**src/rtl/sysctl_pkg.sv**
```systemverilog
package sysctl_pkg;

  // Address map
  localparam int RST_PORT   = 'h0092;
  localparam int WIN_LO     = 'h0800;
  localparam int WIN_HI     = 'h0851;
  localparam int OFF_W      = 7;

  localparam int OFF_CPUCFG = 'h00;
  localparam int OFF_FEAT   = 'h02;
  localparam int OFF_STAT   = 'h03;
  localparam int OFF_LIGHT  = 'h08;
  localparam int OFF_XFEAT  = 'h0C;
  localparam int OFF_LOCK1  = 'h10;
  localparam int OFF_LOCK2  = 'h12;
  localparam int OFF_CTRL   = 'h1C;
  localparam int OFF_L2     = 'h1D;
  localparam int OFF_MAP    = 'h50;

  // Fixed read values
  localparam logic [7:0] VAL_CPUCFG = 8'hEF;
  localparam logic [7:0] VAL_FEAT   = 8'hAD;
  localparam logic [7:0] VAL_STAT   = 8'hE0;
  localparam logic [7:0] VAL_XFEAT  = 8'h39;
  localparam logic [7:0] VAL_L2     = 8'h03;
  localparam logic [7:0] VAL_EMPTY  = 8'hFF;

  localparam int CTRL_W = 4;
  localparam int LOCK_N = 2;

  typedef enum logic [3:0] {
    SEL_NONE, SEL_RST, SEL_CPUCFG, SEL_FEAT, SEL_STAT, SEL_XFEAT,
    SEL_LIGHT, SEL_LOCK1, SEL_LOCK2, SEL_CTRL, SEL_L2, SEL_MAP,
    SEL_HOLE
  } reg_sel_e;

  // Offset inside the window to register selector
  function automatic reg_sel_e offset_sel(input logic [OFF_W-1:0] off);
    case (int'(off))
      OFF_CPUCFG: return SEL_CPUCFG;
      OFF_FEAT:   return SEL_FEAT;
      OFF_STAT:   return SEL_STAT;
      OFF_XFEAT:  return SEL_XFEAT;
      OFF_LIGHT:  return SEL_LIGHT;
      OFF_LOCK1:  return SEL_LOCK1;
      OFF_LOCK2:  return SEL_LOCK2;
      OFF_CTRL:   return SEL_CTRL;
      OFF_L2:     return SEL_L2;
      OFF_MAP:    return SEL_MAP;
      default:    return SEL_HOLE;
    endcase
  endfunction

  // Selector that fires lock strobe number idx
  function automatic reg_sel_e lock_sel(input int idx);
    return (idx == 0) ? SEL_LOCK1 : SEL_LOCK2;
  endfunction

  // Field extraction on write
  function automatic logic [CTRL_W-1:0] ctrl_field(input logic [7:0] d);
    return d[CTRL_W-1:0];
  endfunction

  function automatic logic [7:0] bit_byte(input logic b);
    return {7'b0, b};
  endfunction

  function automatic logic [7:0] ctrl_byte(input logic [CTRL_W-1:0] c);
    return {{(8-CTRL_W){1'b0}}, c};
  endfunction

endpackage

```
**src/rtl/sysctl_decode.sv**
```systemverilog
module sysctl_decode
  import sysctl_pkg::*;
#(
  parameter int ADDR_W = 16
) (
  input  logic [ADDR_W-1:0] addr,
  output reg_sel_e          sel
);
  localparam logic [ADDR_W-1:0] A_RST = ADDR_W'(RST_PORT);
  localparam logic [ADDR_W-1:0] A_LO  = ADDR_W'(WIN_LO);
  localparam logic [ADDR_W-1:0] A_HI  = ADDR_W'(WIN_HI);

  logic              in_win;
  logic [ADDR_W-1:0] off;

  assign in_win = (addr >= A_LO) && (addr <= A_HI);
  assign off    = addr - A_LO;

  always_comb begin
    if (addr == A_RST)  sel = SEL_RST;
    else if (in_win)    sel = offset_sel(off[OFF_W-1:0]);
    else                sel = SEL_NONE;
  end
endmodule

```
**src/rtl/sysctl_store.sv**
```systemverilog
module sysctl_store
  import sysctl_pkg::*;
(
  input  logic              clk,
  input  logic              rst_n,
  input  logic              wr,
  input  reg_sel_e          sel,
  input  logic [7:0]        wdata,
  output logic              hreset_q,
  output logic              light_q,
  output logic [CTRL_W-1:0] ctrl_q,
  output logic              map_q,
  output logic [LOCK_N-1:0] lock_q,
  output logic              bad_q
);
  always_ff @(posedge clk or negedge rst_n) begin
    if (!rst_n) begin
      hreset_q <= 1'b0;
      light_q  <= 1'b0;
      ctrl_q   <= '0;
      map_q    <= 1'b0;
      bad_q    <= 1'b0;
    end else begin
      bad_q <= 1'b0;
      if (wr) begin
        case (sel)
          SEL_RST:   hreset_q <= wdata[0];
          SEL_LIGHT: light_q  <= wdata[0];
          SEL_CTRL:  ctrl_q   <= ctrl_field(wdata);
          SEL_MAP:   map_q    <= wdata[0];
          SEL_HOLE:  bad_q    <= 1'b1;
          default:   ;
        endcase
      end
    end
  end

  for (genvar g = 0; g < LOCK_N; g++) begin : g_lock
    always_ff @(posedge clk or negedge rst_n) begin
      if (!rst_n) lock_q[g] <= 1'b0;
      else        lock_q[g] <= wr && (sel == lock_sel(g));
    end
  end
endmodule

```
**src/rtl/sysctl_rdmux.sv**
```systemverilog
module sysctl_rdmux
  import sysctl_pkg::*;
(
  input  logic              clk,
  input  logic              rst_n,
  input  logic              rd,
  input  reg_sel_e          sel,
  input  logic              hreset_q,
  input  logic              light_q,
  input  logic [CTRL_W-1:0] ctrl_q,
  input  logic              map_q,
  output logic [7:0]        rdata_q
);
  logic [7:0] rd_val;

  always_comb begin
    case (sel)
      SEL_RST:    rd_val = bit_byte(hreset_q);
      SEL_CPUCFG: rd_val = VAL_CPUCFG;
      SEL_FEAT:   rd_val = VAL_FEAT;
      SEL_STAT:   rd_val = VAL_STAT;
      SEL_XFEAT:  rd_val = VAL_XFEAT;
      SEL_LIGHT:  rd_val = bit_byte(light_q);
      SEL_CTRL:   rd_val = ctrl_byte(ctrl_q);
      SEL_L2:     rd_val = VAL_L2;
      SEL_MAP:    rd_val = bit_byte(map_q);
      default:    rd_val = VAL_EMPTY;
    endcase
  end

  always_ff @(posedge clk or negedge rst_n) begin
    if (!rst_n)  rdata_q <= VAL_EMPTY;
    else if (rd) rdata_q <= rd_val;
  end
endmodule

```
**src/rtl/sysctl_regfile.sv**
```systemverilog
module sysctl_regfile
  import sysctl_pkg::*;
#(
  parameter int ADDR_W = 16
) (
  input  logic              clk,
  input  logic              rst_n,
  input  logic [ADDR_W-1:0] io_addr,
  input  logic              io_wr,
  input  logic              io_rd,
  input  logic [7:0]        io_wdata,
  output logic [7:0]        io_rdata,
  output logic              cpu_hreset,
  output logic              light_on,
  output logic              map_mode,
  output logic [1:0]        nvlock_toggle,
  output logic              bad_wr
);
  reg_sel_e          sel;
  logic              hreset_q, light_q, map_q, bad_q;
  logic [CTRL_W-1:0] ctrl_q;
  logic [LOCK_N-1:0] lock_q;

  sysctl_decode #(.ADDR_W(ADDR_W)) u_dec (
    .addr (io_addr),
    .sel  (sel)
  );

  sysctl_store u_store (
    .clk      (clk),
    .rst_n    (rst_n),
    .wr       (io_wr),
    .sel      (sel),
    .wdata    (io_wdata),
    .hreset_q (hreset_q),
    .light_q  (light_q),
    .ctrl_q   (ctrl_q),
    .map_q    (map_q),
    .lock_q   (lock_q),
    .bad_q    (bad_q)
  );

  sysctl_rdmux u_rd (
    .clk      (clk),
    .rst_n    (rst_n),
    .rd       (io_rd),
    .sel      (sel),
    .hreset_q (hreset_q),
    .light_q  (light_q),
    .ctrl_q   (ctrl_q),
    .map_q    (map_q),
    .rdata_q  (io_rdata)
  );

  assign cpu_hreset    = hreset_q;
  assign light_on      = light_q;
  assign map_mode      = map_q;
  assign nvlock_toggle = lock_q;
  assign bad_wr        = bad_q;
endmodule

```
**config.mk**
```make
export PLATFORM = sky130hd
export DESIGN_NAME = sysctl_regfile
export DESIGN_NICKNAME = d
export VERILOG_FILES = /design/src/rtl/sysctl_pkg.sv /design/src/rtl/sysctl_decode.sv /design/src/rtl/sysctl_store.sv /design/src/rtl/sysctl_rdmux.sv /design/src/rtl/sysctl_regfile.sv
export SDC_FILE = /design/constraint.sdc
export NUM_CORES = 1
export LEC_CHECK = 0
export BUFFER_PORTS_ARGS = -buffer_cell sky130_fd_sc_hd__buf_2
export CORE_MARGIN = 2
export CORE_UTILIZATION = 35
export DETAILED_ROUTE_END_ITERATION = 8
export GPL_ROUTABILITY_DRIVEN = 1
export PLACE_DENSITY = 0.68
export SLEW_MARGIN = 20
export SYNTH_ARGS = -nofsm -noshare
export SYNTH_HDL_FRONTEND = slang
export SYNTH_HIERARCHICAL = 1
export SYNTH_SLANG_ARGS = --single-unit
```
**constraint.sdc**
```tcl
create_clock -name clk -period 1 [get_ports clk]
set_clock_uncertainty 0.05 [all_clocks]
set_input_delay 0.2 -clock clk [delete_from_list [all_inputs] [get_ports clk]]
set_output_delay 0.2 -clock clk [all_outputs]
set_load 0.02 [all_outputs]
```
After elaboration in Yosys (flattened, before gate mapping)
Index checks and enable logic that the tools add are counted.
{ "classes": {"addsub": 1, "n_lt_le_gt_ge": 2, "eq_ne": 22, "n_mux": 6, "n_reduce_logical": 8} }
{ "ops": {"columns": ["operator", "count"], "rows": [
  ["$pmux W8 S9", 1],
  ["$pmux W4 S10", 1],
  ["$eq A7 B5 Y1 const B", 4],
  ["$eq A4 B4 Y1 const B", 5],
  ["$eq A16 B8 Y1 const B", 1],
  ["$eq A4 B3 Y1 const B", 4],
  ["$ge A16 B12 Y1 const B", 1],
  ["$le A16 B12 Y1 const B", 1],
  ["$eq A7 B2 Y1 const B", 2],
  ["$eq A7 B4 Y1 const B", 2],
  ["$eq A4 B2 Y1 const B", 2],
  ["$mux W4", 2],
  ["$reduce_and A2 Y1", 4],
  ["$eq A7 B7 Y1 const B", 1],
  ["$logic_not A7 Y1", 1],
  ["$sub A7 B1 Y7 const B", 1],
  ["$eq A4 B1 Y1 const B", 1],
  ["$logic_and A1 B1 Y1", 3],
  ["$mux W1", 2]
]} }
{ "word_totals": {"regBits": 18, "input_bits": 28} }

Logic depth before layout (Yosys ltp)
{ "depth": {"depth_word": 8, "ltp_mapped": 9} }

Cells and area by module
The synthesis kept the hierarchy.
{ "by_module_without_submodules": {"columns": ["mod", "instances", "cells_each", "area_each_um2", "seq_area_each_um2"], "rows": [
  ["sysctl_rdmux", 1, 61, 530.5, 210.2],
  ["sysctl_store", 1, 28, 417.9, 250.2],
  ["sysctl_decode", 1, 38, 257.7, 0.0]
]} }

Worst setup path after synthesis
OpenSTA, ideal clock, no wires.
{ "synth_timing": {"path_kind": "input -> register", "from": "input io_addr[3]", "to": "register u_rd.rdata_q[0]", "setup_time_ns": 0.077, "arrival_time_ns": 2.143, "path_slack_ns": -1.270, "cell_stages": 9, "path_buffers": 2, "cell_sequence": "buf_6 -> o311ai_1 -> nand3b_1 -> a211o_1 -> a311oi_2 -> buf_6 -> mux2i_1 -> o32a_1 -> a31oi_1"} }
{ "synth_via": {"elab_chain_len": 7, "word_cells_on_any_way": 28} }
{ "synth_lines": {"columns": ["element", "line", "rtl"], "rows": [
  ["start, declared", "sysctl_regfile.sv:8", "input logic [ADDR_W-1:0] io_addr,"],
  ["$sub A7 B1 Y7", "sysctl_decode.sv:17", "assign off = addr - A_LO;"],
  ["$eq A7 B7 Y1, or another cell as far along", "sysctl_pkg.sv:39", "case (int'(off))"],
  ["$pmux W4 S10", "sysctl_pkg.sv:39", null],
  ["$mux W4", "sysctl_decode.sv:21", "else if (in_win) sel = offset_sel(off[OFF_W-1:0]);"],
  ["$mux W4 *", "sysctl_decode.sv:20", "if (addr == A_RST) sel = SEL_RST;"],
  ["net sel[3]", "sysctl_regfile.sv:19", "reg_sel_e sel;"],
  ["$eq A4 B4 Y1, or another cell as far along", "sysctl_rdmux.sv:17", "case (sel)"],
  ["$pmux W8 S9 *", "sysctl_rdmux.sv:17", null],
  ["end signal, assigned", "sysctl_rdmux.sv:33", "else if (rd) rdata_q <= rd_val;"],
  ["end, declared", "sysctl_rdmux.sv:12", "output logic [7:0] rdata_q"]
]} }
The timed path passes the listed nets; every way through them passes the cells marked *.
A chain may end at the register's enable or synchronous reset.

Worst setup path in the final report
{ "layout_timing": {"from": "input io_addr[4]", "to": "register u_rd.rdata_q[0]"} }
Same word-level chain as after synthesis.

==> run_summary.xml <==
<?xml version="1.0" encoding="UTF-8"?>
<metrics>
  <group name="outcome">
    <metric name="status" unit="">complete, but fails checks</metric>
    <metric name="violations" unit="">setup timing</metric>
  </group>
  <group name="grt">
    <metric name="initial_antenna_violation_count" unit="">0</metric>
    <metric name="overflow" unit="">0</metric>
    <metric name="number_of_global_route_vias_before_repair" unit="">1230</metric>
    <metric name="pin_count_of_the_biggest_net_entering_global_routing" unit="">19</metric>
    <metric name="grt_first_pass_wirelength" unit="um">5290</metric>
    <metric name="grt.total_usage" unit="%">16.6</metric>
  </group>
  <group name="cells_and_area">
    <metric name="final_nets" unit="">228</metric>
    <metric name="insertedDiodeCount" unit="">0</metric>
    <metric name="share_of_final_layout_standard_cells_stronger_than_drive_strength_1" unit="%">60.8</metric>
    <metric name="areaGrowthSynthToFinish" unit="%">71.1</metric>
    <metric name="final_core_occ" unit="%">62.3</metric>
  </group>
  <group name="drt">
    <metric name="detail-route-antenna-nets" unit="">0</metric>
    <metric name="drt_drc_violations_left" unit="">0</metric>
    <metric name="route.final.wire_length" unit="um">3580</metric>
    <metric name="drt_iter0_drc" unit="">58</metric>
    <metric name="routed_via_density" unit="">5.20</metric>
    <metric name="drt-pass1-iter-count" unit="">4</metric>
    <metric name="vias" unit="">1274</metric>
    <metric name="avgRoutedWirePerCell" unit="um">14.6</metric>
  </group>
  <group name="timing">
    <metric name="timing.slew.headroom" unit="%">73.6</metric>
    <metric name="report.final.setup_viol" unit="">32</metric>
    <metric name="finalCriticalPeriod" unit="ps">2000</metric>
    <metric name="grt_setup_unrepaired" unit="">true</metric>
    <metric name="setup-tns-final" unit="ps">-17460</metric>
    <metric name="worst-slew-pin-transition" unit="ps">397</metric>
    <metric name="final_max_slew_viol_count" unit="">0</metric>
    <metric name="final.hold.worst_slack" unit="ps">95.6</metric>
    <metric name="post-route-worst-setup-slack" unit="ps">-1000</metric>
    <metric name="period_share" unit="%">200</metric>
    <metric name="timing_hold_violations_final" unit="">0</metric>
    <metric name="max_clock_freq" unit="GHz">0.499</metric>
  </group>
  <group name="logic_synthesis">
    <metric name="ys_seq_elements" unit="">18</metric>
    <metric name="synth_async_sr_flop_share" unit="%">100</metric>
    <metric name="largest_cells_by_area_after_synthesis" unit="">dfrtp_1 21%, dfstp_2 17%, mux2_2 7.5%</metric>
    <metric name="netlist_top_cells_count" unit="">10 x dfrtp_1, 8 x dfstp_2, 8 x mux2_2, 8 x nor2_1</metric>
    <metric name="synthesis.area" unit="sq um">1210</metric>
    <metric name="library_cell_with_the_highest_instance_count_after_synthesis" unit="">dfrtp_1</metric>
    <metric name="main_synth_ff_type" unit="">dfrtp_1</metric>
    <metric name="synth-compound-area-share" unit="%">19.1</metric>
    <metric name="synth.lib_cells_used.distinct" unit="">50</metric>
    <metric name="synth_top_family_by_area" unit="">simple AND/OR/NAND/NOR gates</metric>
    <metric name="netlist.top_cell.by_area" unit="">dfrtp_1</metric>
    <metric name="post_synth_inst_count" unit="">127</metric>
    <metric name="synth_mux_area_share" unit="%">9.13</metric>
    <metric name="postSynthAreaPerCell" unit="sq um">9.50</metric>
    <metric name="synth_fp_nets" unit="">155</metric>
    <metric name="synth_adder_area_share" unit="%">0</metric>
    <metric name="yosysWarnings" unit="">6</metric>
    <metric name="number_of_enable_flip_flop_cells_after_synthesis" unit="">0</metric>
    <metric name="synth_simple_gate_area_share" unit="%">27.2</metric>
    <metric name="synth-seq-area-share" unit="%">38.2</metric>
    <metric name="synth_top_area_share" unit="%">20.7</metric>
    <metric name="synth_xor_xnor_area_share" unit="%">0</metric>
  </group>
  <group name="power">
    <metric name="power-per-cell-area" unit="nW/um^2">725</metric>
    <metric name="sequentialPowerShare" unit="%">50.6</metric>
    <metric name="power_switching" unit="uW">372</metric>
    <metric name="cellInternalPower" unit="uW">1120</metric>
    <metric name="power.combinational.fraction" unit="%">20.2</metric>
    <metric name="p_leak" unit="uW">0.000924</metric>
    <metric name="vdd_drop_max" unit="mV">0.356</metric>
    <metric name="p_sw_share" unit="%">24.8</metric>
    <metric name="power.share.clock" unit="%">29.2</metric>
    <metric name="post-layout-total-power" unit="uW">1500</metric>
  </group>
  <group name="die">
    <metric name="boundaryPins" unit="">42</metric>
    <metric name="fp.coreArea" unit="sq um">3310</metric>
    <metric name="die_area" unit="sq um">3930</metric>
    <metric name="die-width" unit="um">62.7</metric>
    <metric name="start_util" unit="%">36.4</metric>
    <metric name="std_cell_rows" unit="">21</metric>
    <metric name="die_height" unit="um">62.7</metric>
  </group>
  <group name="critical_path">
    <metric name="critical_path_peak_fanout" unit="">11</metric>
    <metric name="required" unit="ps">1150</metric>
    <metric name="timing_worst_setup_path_type" unit="">in -&gt; reg</metric>
    <metric name="timing.critical_path.mode_cell" unit="">a31oi_1</metric>
    <metric name="critical-path-max-stage-delay" unit="ps">360</metric>
    <metric name="timing.rr.start" unit="">u_store/hreset_q$_DFFE_PN0P_</metric>
    <metric name="path_delay_family" unit="">compound AO/OA/AOI/OAI gates</metric>
    <metric name="critPathLaunch" unit="">io_addr[4]</metric>
    <metric name="worst_setup_path_end_kind" unit="">flop</metric>
    <metric name="startpoint_kind_of_the_worst_setup_timing_path" unit="">input port</metric>
    <metric name="cp.arrival" unit="ps">2160</metric>
    <metric name="worstPathCellList" unit="">buf_2, nor4_2, a31oi_1, or3_1, a21oi_2, buf_6, mux2i_1, o22ai_1, a31oi_1</metric>
    <metric name="worst-path-buf-inv" unit="">2</metric>
    <metric name="cp_slowest_cell" unit="">or3_1</metric>
  </group>
  <group name="clocking">
    <metric name="clkLatencyLatePin" unit="ps">280</metric>
    <metric name="tritoncts.num_buffers" unit="">3</metric>
    <metric name="clk_pin_slew" unit="ps">100</metric>
    <metric name="cts.path.max_buffers" unit="">2</metric>
    <metric name="cts.htree.levels" unit="">1</metric>
    <metric name="tritoncts" unit="">done</metric>
    <metric name="cts_sinks" unit="">18</metric>
    <metric name="ctsRootBufferMaster" unit="">clkbuf_4</metric>
  </group>
  <group name="flow_run">
    <metric name="max_cap_check_violation_count" unit="">0</metric>
  </group>
  <group name="place">
    <metric name="dp_hpwl" unit="um">2400</metric>
    <metric name="place_ws" unit="ps">-1320</metric>
    <metric name="placement.io_buffers" unit="">37</metric>
    <metric name="gp_congestion" unit="">0.888</metric>
  </group>
  <group name="worst_hold_path">
    <metric name="hp-class" unit="">in -&gt; reg</metric>
    <metric name="hold_path_origin" unit="">io_wdata[2]</metric>
  </group>
</metrics>
-- cell families after synthesis --
family / after synthesis
muxes: 10
and+or+nand+nor: 52
DFF: 18
buffers and inverters: 15
AOI/OAI and AO/OA: 32
-- metal layers --
layer  wire (um)  track usage, %  share of wire [%]  vias to the layer above
met5           0               0                  0                        -
met4          43            5.83                1.2                        0
met3         100            1.98                2.8                        4
met2        2010            33.3                 56                       27
met1        1420            17.4                 40                      628
li1            -               -                  -                      615
-- flip-flops by register name (all words and copies together) (netlist names) --
name and count:
u_rd/rdata_q 8, u_store/lock_q 2, u_store/map_q 1, u_store/bad_q 1
u_store/hreset_q 1, u_store/light_q 1, u_store/ctrl_q 4
-- power groups by stage --
stage               Combinational (uW)  Clock [uW]  Sequential (uW)
finish                             302         437              757
global route                       322         484              759
CTS                                281         460              757
detailed placement                 239           0              767
global placement                   230           0              766
floorplan                         88.8           0              782
-- cell usage in the layout (no fill, tap or decap), types with 3 or more instances in the layout --
master    Yosys  layout
inv_1         6       6
nor2_1        8       8
buf_6         2      26
nand3_1       4       4
nand2b_1      4       4
a31oi_1       4       4
mux2_4        0       6
dfstp_2       8       8
clkbuf_4      0       3
buf_2         5      18
a21oi_1       6       3
buf_4         0      29
dfrtp_1      10      10
nand2_1       6       5
nand3b_1      4       4
nor2b_1       3       3
-- path summary, 6_finish.rpt --
check | to | slack, ps | depth (start not counted)
max | u_rd/rdata_q[0]$_DFFE_PN1P_ | -1000 | 9
min reg2reg | u_rd/rdata_q[4]$_DFFE_PN1P_ | 440 | 2
max in group asynchronous | u_rd/rdata_q[2]$_DFFE_PN1P_ | 280 | 2
min | u_store/ctrl_q[2]$_DFFE_PN0P_ | 100 | 2
min in group asynchronous | u_store/light_q$_DFFE_PN0P_ | 300 | 2
max reg2reg | u_rd/rdata_q[0]$_DFFE_PN1P_ | -130 | 3
-- stage by stage --
stage	area, sq um	instances
2_1_floorplan	1280	127
3_3_place_gp	1670	228
3_5_place_dp	1670	228
4_1_cts	1930	239
5_1_grt	2060	245
6_report	2060	245
-- area by class of cell --
cell class	instances	area (sq um)
fill	271	1250
clock buffer	4	36.3
multi-input combinational	94	826
inverter	6	22.5
tap	46	57.6
sequential	18	460
timing repair buffer	77	661
-- what timing repair did --
action	CTS	global route
hold endpoints to repair	10	0
cloned	0	1
setup endpoints to repair	32	32
hold buffers	1	0
resized for setup	47	22
setup buffers	6	5
pin swaps	5	11
No activity file was read; power rests on OpenSTA's default activity.
